`config.mk`:
```
export PLATFORM = sky130hd
export DESIGN_NAME = wdog_timer
export DESIGN_NICKNAME = d
export VERILOG_FILES = /design/src/rtl/wdog_pkg.sv /design/src/rtl/wdog_kick_sync.sv /design/src/rtl/wdog_count.sv /design/src/rtl/wdog_ctrl.sv /design/src/rtl/wdog_timer.sv
export SDC_FILE = /design/constraint.sdc
export NUM_CORES = 1
export LEC_CHECK = 0
export BUFFER_PORTS_ARGS = -buffer_cell sky130_fd_sc_hd__buf_4
export CELL_PAD_IN_SITES_DETAIL_PLACEMENT = 1
export CELL_PAD_IN_SITES_GLOBAL_PLACEMENT = 1
export CORE_AREA = 2 2 75 56
export DETAILED_ROUTE_END_ITERATION = 10
export DIE_AREA = 0 0 77 58
export PLACE_DENSITY = 0.92
export SETUP_SLACK_MARGIN = 0.05
export SLEW_MARGIN = 20
export SYNTH_ARGS = -nofsm -noshare
export SYNTH_HDL_FRONTEND = slang
export SYNTH_SLANG_ARGS = --single-unit
```
`constraint.sdc`:
```
create_clock -name clk -period 3.7 [get_ports clk]
set_input_delay 0.555 -clock clk [delete_from_list [all_inputs] [get_ports clk]]
set_output_delay 0.555 -clock clk [all_outputs]
set_load 0.01 [all_outputs]
```
`src/rtl/wdog_pkg.sv`:
```
package wdog_pkg;
  // Strobes from control to the countdown datapath
  typedef struct packed {
    logic reload;  // load the countdown from the next setup value
    logic step;    // one time-base tick
  } wdStrb_t;
endpackage

```
`src/rtl/wdog_kick_sync.sv`:
```
module wdog_kick_sync #(
  parameter int STAGES = 2
) (
  input  logic clk,
  input  logic rstN,
  input  logic kickIn,
  output logic kickEdge
);
  logic [STAGES-1:0] syncQ;
  logic lastQ;

  always_ff @(posedge clk or negedge rstN) begin
    if (!rstN) begin
      syncQ <= '0;
      lastQ <= 1'b0;
    end else begin
      syncQ <= {syncQ[STAGES-2:0], kickIn};
      lastQ <= syncQ[STAGES-1];
    end
  end

  assign kickEdge = syncQ[STAGES-1] ^ lastQ;


  edge_follows_sync_chk: assert property (@(posedge clk) disable iff (!rstN)
    kickEdge |=> (lastQ != $past(lastQ)));
endmodule

```
`src/rtl/wdog_count.sv`:
```
module wdog_count import wdog_pkg::*; #(
  parameter int MULT_W = 5,
  parameter int RES_W  = 2
) (
  input  logic              clk,
  input  logic              rstN,
  input  wdStrb_t           strb,
  input  logic [MULT_W-1:0] multIn,
  input  logic [RES_W-1:0]  resIn,
  output logic              expire
);
  localparam int MAX_SHIFT = 2 * ((1 << RES_W) - 1);
  localparam int CNT_W     = MULT_W + MAX_SHIFT;

  logic [CNT_W-1:0] cnt;
  logic [CNT_W-1:0] loadVal;

  // Each resolution step is four times the previous one
  assign loadVal = CNT_W'(multIn) << {resIn, 1'b0};
  assign expire  = strb.step && !strb.reload && (cnt == CNT_W'(1));

  always_ff @(posedge clk or negedge rstN) begin
    if (!rstN)                        cnt <= '0;
    else if (strb.reload)             cnt <= loadVal;
    else if (strb.step && cnt != '0)  cnt <= cnt - 1'b1;
  end


  count_step_chk: assert property (@(posedge clk) disable iff (!rstN)
    (!strb.reload && cnt != '0) |=> (cnt == $past(cnt) || cnt == $past(cnt) - 1'b1));

  idle_stays_chk: assert property (@(posedge clk) disable iff (!rstN)
    (!strb.reload && cnt == '0) |=> (cnt == '0 && !expire));

  expire_empties_chk: assert property (@(posedge clk) disable iff (!rstN)
    expire |=> (cnt == '0));
endmodule

```
`src/rtl/wdog_ctrl.sv`:
```
module wdog_ctrl import wdog_pkg::*; #(
  parameter int CFG_W      = 8,
  parameter int RST_CYCLES = 16
) (
  input  logic             clk,
  input  logic             rstN,
  input  logic             tick,
  input  logic             kickEdge,
  input  logic             cfgWe,
  input  logic [CFG_W-1:0] cfgWdata,
  input  logic             flagRd,
  input  logic             expire,
  output wdStrb_t          strb,
  output logic [CFG_W-1:0] cfgNext,
  output logic [CFG_W-1:0] cfgQ,
  output logic             flagQ,
  output logic             irqQ,
  output logic             rstPulse,
  output logic             peerClrQ
);
  localparam int PW = $clog2(RST_CYCLES + 1);
  localparam int STEER_BIT = CFG_W - 1;

  logic [PW-1:0] pulseCnt;
  logic steer;
  logic resetHit;

  assign steer       = cfgQ[STEER_BIT];
  assign resetHit    = expire && steer;
  assign cfgNext     = cfgWe ? cfgWdata : cfgQ;
  assign strb.reload = cfgWe || kickEdge;
  assign strb.step   = tick;
  assign rstPulse    = (pulseCnt != '0);

  always_ff @(posedge clk or negedge rstN) begin
    if (!rstN) begin
      cfgQ     <= '0;
      flagQ    <= 1'b0;
      irqQ     <= 1'b0;
      pulseCnt <= '0;
      peerClrQ <= 1'b0;
    end else begin
      if (cfgWe)         cfgQ <= cfgWdata;
      else if (resetHit) cfgQ <= '0;

      if (expire)      flagQ <= 1'b1;
      else if (flagRd) flagQ <= 1'b0;

      if (expire && !steer)                   irqQ <= 1'b1;
      else if (cfgWe && cfgWdata == '0)       irqQ <= 1'b0;

      if (resetHit)             pulseCnt <= PW'(RST_CYCLES);
      else if (pulseCnt != '0)  pulseCnt <= pulseCnt - 1'b1;

      peerClrQ <= resetHit;
    end
  end


  flag_sets_chk: assert property (@(posedge clk) disable iff (!rstN)
    expire |=> flagQ);

  irq_clear_chk: assert property (@(posedge clk) disable iff (!rstN)
    (cfgWe && cfgWdata == '0) |=> !irqQ);

  irq_hold_chk: assert property (@(posedge clk) disable iff (!rstN)
    (irqQ && !(cfgWe && cfgWdata == '0)) |=> irqQ);

  reset_mode_chk: assert property (@(posedge clk) disable iff (!rstN)
    resetHit |=> (cfgQ == '0 && rstPulse && peerClrQ));

  peer_single_chk: assert property (@(posedge clk) disable iff (!rstN)
    peerClrQ |=> !peerClrQ);
endmodule

```
`src/rtl/wdog_timer.sv`:
```
module wdog_timer import wdog_pkg::*; #(
  parameter int CFG_W      = 8,
  parameter int MULT_W     = 5,
  parameter int RES_W      = 2,
  parameter int RST_CYCLES = 16,
  parameter int SYNC_STAGES = 2
) (
  input  logic             clk,
  input  logic             rstN,
  input  logic             tick,
  input  logic             kickIn,
  input  logic             cfgWe,
  input  logic [CFG_W-1:0] cfgWdata,
  output logic [CFG_W-1:0] cfgRdata,
  input  logic             flagRd,
  output logic             wdFlag,
  output logic             irqOut,
  output logic             rstPulseOut,
  output logic             peerClr
);
  logic kickEdge;
  logic expire;
  wdStrb_t strb;
  logic [CFG_W-1:0] cfgNext;

  wdog_kick_sync #(.STAGES(SYNC_STAGES)) uSync (
    .clk(clk), .rstN(rstN), .kickIn(kickIn), .kickEdge(kickEdge)
  );

  wdog_ctrl #(.CFG_W(CFG_W), .RST_CYCLES(RST_CYCLES)) uCtrl (
    .clk(clk), .rstN(rstN), .tick(tick), .kickEdge(kickEdge),
    .cfgWe(cfgWe), .cfgWdata(cfgWdata), .flagRd(flagRd), .expire(expire),
    .strb(strb), .cfgNext(cfgNext), .cfgQ(cfgRdata), .flagQ(wdFlag),
    .irqQ(irqOut), .rstPulse(rstPulseOut), .peerClrQ(peerClr)
  );

  wdog_count #(.MULT_W(MULT_W), .RES_W(RES_W)) uCount (
    .clk(clk), .rstN(rstN), .strb(strb),
    .multIn(cfgNext[RES_W +: MULT_W]), .resIn(cfgNext[RES_W-1:0]),
    .expire(expire)
  );
endmodule

```
==> impl_metrics.yaml <==
sta:
  hold_viol_final: 0
  period_share: 0.683
  max_freq_ghz: 0.396
  fin_setup_tns_ns: 0
  finalCriticalPeriod_ns: 2.53
  grt_setup_unrepaired: "false"
  slew_violations: 0
  slew_headroom: 0.532
  finClkSkew_ns: 0.00309
  worst_pin_slew_ns: 0.695
  fin_ws_ns: 1.17
  finalSetupViolCount: 0
detailed_routing:
  wl_met1_um: 2100
  drc: 0
  dr.pass1.iters: 4
  wl_per_cell_um: 17.2
  met3WireLength_um: 234
  dr_total_vias: 1380
  drt-total-wl_um: 4280
  drt_iter0_drc: 62
  post_drt_via_cell_ratio: 5.56
  top_layer_used: "met4"
  met2_length_um: 1900
  ant_nets: 0
logic_synthesis:
  synth_top_cell_by_area: "dfrtp_1"
  syn_inst: 168
  ys_async_sr_fraction: 1.00
  synth_flop_cell: "dfrtp_1"
  yosysWarnings: 0
  synth-edff-count: 0
  yosysSeqAreaShare: 0.453
  synth_area_sq_um: 1660
  syn_nets: 185
  synth_common_cells: "30 x dfrtp_1, 22 x nor2_1, 12 x a21oi_1, 12 x nand2_1"
  synth_area_per_cell_sq_um: 9.86
  synth_area_leaders: "dfrtp_1 45%, nor2_1 5.0%, mux2i_1 4.8%"
  yosysUniqueCellTypes: 45
  synth_seq_cells: 30
  yosysMostFrequentCell: "dfrtp_1"
  yosys.area.top_type_share: 0.453
run:
  drv_cap: 0
hold_path:
  hold_path_class: "in2async"
floorplanning:
  fp.dieW_um: 77
  num_rows: 19
  initial_core_util: 0.441
  core-area_sq_um: 3760
  die_h_um: 58
  dieArea_sq_um: 4470
  io-pin-count: 26
setup_path:
  reg2reg_depth: 7
  path_buf_inv: 3
  max_stage_delay_ns: 0.48
  crit_path_cell_trace: "inv_1 > ha_1 > or3b_2 > nor2_1 > inv_1 > buf_4"
  r2r_setup_slack_ns: 1.48
  cp.arrival_ns: 1.97
  startpoint: "uCtrl.pulseCnt[0]"
  critical_path.top_delay_family: "simple AND/OR/NAND/NOR gates"
  crit_fanout: 4
  crit_top_cell: "inv_1"
  crit_path_end: "rstPulseOut"
  cp_slowest_cell: "or3b_2"
  critPathRequiredTime_ns: 3.14
  r2r_end: "uCount.cnt[3]"
  crit_cells: 6
  timing.rr.start: "uCount.cnt[0]"
  start_kind: "register"
  endpoint_kind: "output port"
  worst-setup-path-type: "reg2out"
placement:
  numPortBuffers: 25
  post_dp_cell_area_sq_um: 1850
  dp_worst_setup_slack_ns: 1.47
  gp_congestion: 0.872
  hpwl_um: 3250
cts:
  post_cts_buffers: 0
  cts_buffers: 5
  cts_hold_buf: 0
  insertion_delay_ns: 0.29
  h-tree-depth: 2
  post_cts_resize_count: 0
  clk_pin_slew_ns: 0.06
  clk_path_buf_depth: 2
  clock_sinks: 30
  cts_tree: "done"
  cts-root-buf: "clkbuf_8"
run_status:
  status: "finished, final reports clean"
pwr:
  power.density_nw_per_um2: 545
  ir_drop_uv: 370
  power_mw: 1.06
  leakage_nw: 0.885
finish:
  final_nets: 212
  drive_gt1_frac: 0.230
  postLayoutCellArea_sq_um: 1940
  fill_cells: 449
  antennaDiodeCount: 0
  areaGrowthSynthToFinish_pct: 16.9
global_routing:
  grt_antenna_before_repair: 0
  grt_pass1_vias: 1389
  grt_pass1_wl_um: 6990
  grt_remaining_overflow: 0
  grt.total_usage: 0.209
  grt_max_degree: 31
worst min path at each step:
stage	slack [ns]	to	cells after the start	startpoint
6_report	0.19	uCount.cnt[8]	1	rstN
5_1_grt	0.21	uCount.cnt[8]	1	rstN
4_1_cts	0.20	uCount.cnt[9]	1	rstN
3_5_place_dp	0.34	uSync.syncQ[1]	0	uSync.syncQ[0]
3_3_place_gp	0.34	uSync.syncQ[1]	0	uSync.syncQ[0]
2_1_floorplan	0.26	uCount.cnt[0]	0	rstN
state kept, by name, summed over array words and instances (netlist names):
name            flops
uCtrl.irqQ          1
uCtrl.cfgQ          8
uCtrl.flagQ         1
uSync.lastQ         1
uCount.cnt         11
uCtrl.pulseCnt      5
uCtrl.peerClrQ      1
uSync.syncQ         2
area by class of cell:
class | count | area, sq um | area share
Clock buffer | 7 | 86.3 | 0.0446
Clock inverter | 1 | 5.00 | 0.00258
Inverter | 7 | 26.3 | 0.0136
Multi-Input combinational cell | 126 | 816 | 0.421
Sequential cell | 30 | 751 | 0.388
Tap cell | 52 | 65.1 | 0.0336
Timing Repair Buffer | 25 | 188 | 0.0969
kinds of logic after synthesis:
family                   after synthesis  synth area share
AND/OR/NAND/NOR                       62             0.195
adder cells (fa/ha/maj)                3            0.0227
buffers and inverters                 12            0.0544
AO/OA/AOI/OAI                         46             0.185
XOR/XNOR                               4            0.0212
flip-flops                            30             0.453
multiplexers                          11            0.0687
through the flow:
stage,util,hold slack (ns),std cells
2_1_floorplan,-,0.259,168
3_3_place_gp,0.491,0.337,240
3_5_place_dp,0.491,0.340,240
4_1_cts,0.516,0.195,248
5_1_grt,0.516,0.209,248
6_report,0.516,0.189,248
where the power goes:
| group | leakage [nW] | switching, mW | total [mW] | internal [mW] |
|---|---|---|---|---|
| sequential | 0.376 | 0.0562 | 0.446 | 0.390 |
| combinational | 0.461 | 0.180 | 0.333 | 0.153 |
| clock | 0.0482 | 0.126 | 0.276 | 0.150 |
worst register-to-register path, delay by kind of cell (launching register included):
kind,cells,cell delay (ns)
fa+ha+maj,1,0.22
simple gates,2,0.70
buf+inv,1,0.10
flops,1,0.43
compound gates,3,0.66
cell usage in the layout (no fill, tap or decap), drive strengths merged, types with 7 or more instances in the layout:
cell | netlist | final
a21oi | 12 | 12
nand2 | 12 | 12
buf | 3 | 25
inv | 7 | 7
mux2i | 8 | 8
clkbuf | 1 | 7
dfrtp | 30 | 30
o21ai | 8 | 8
nor2 | 23 | 23
metal layers:
metal | global-route usage | vias up
li1 | - | 661
met4 | 0.0536 | 0
met1 | 0.292 | 683
met3 | 0.0670 | 6
met2 | 0.320 | 30
met5 | 0 | -
(Power assumes the default switching activity.)
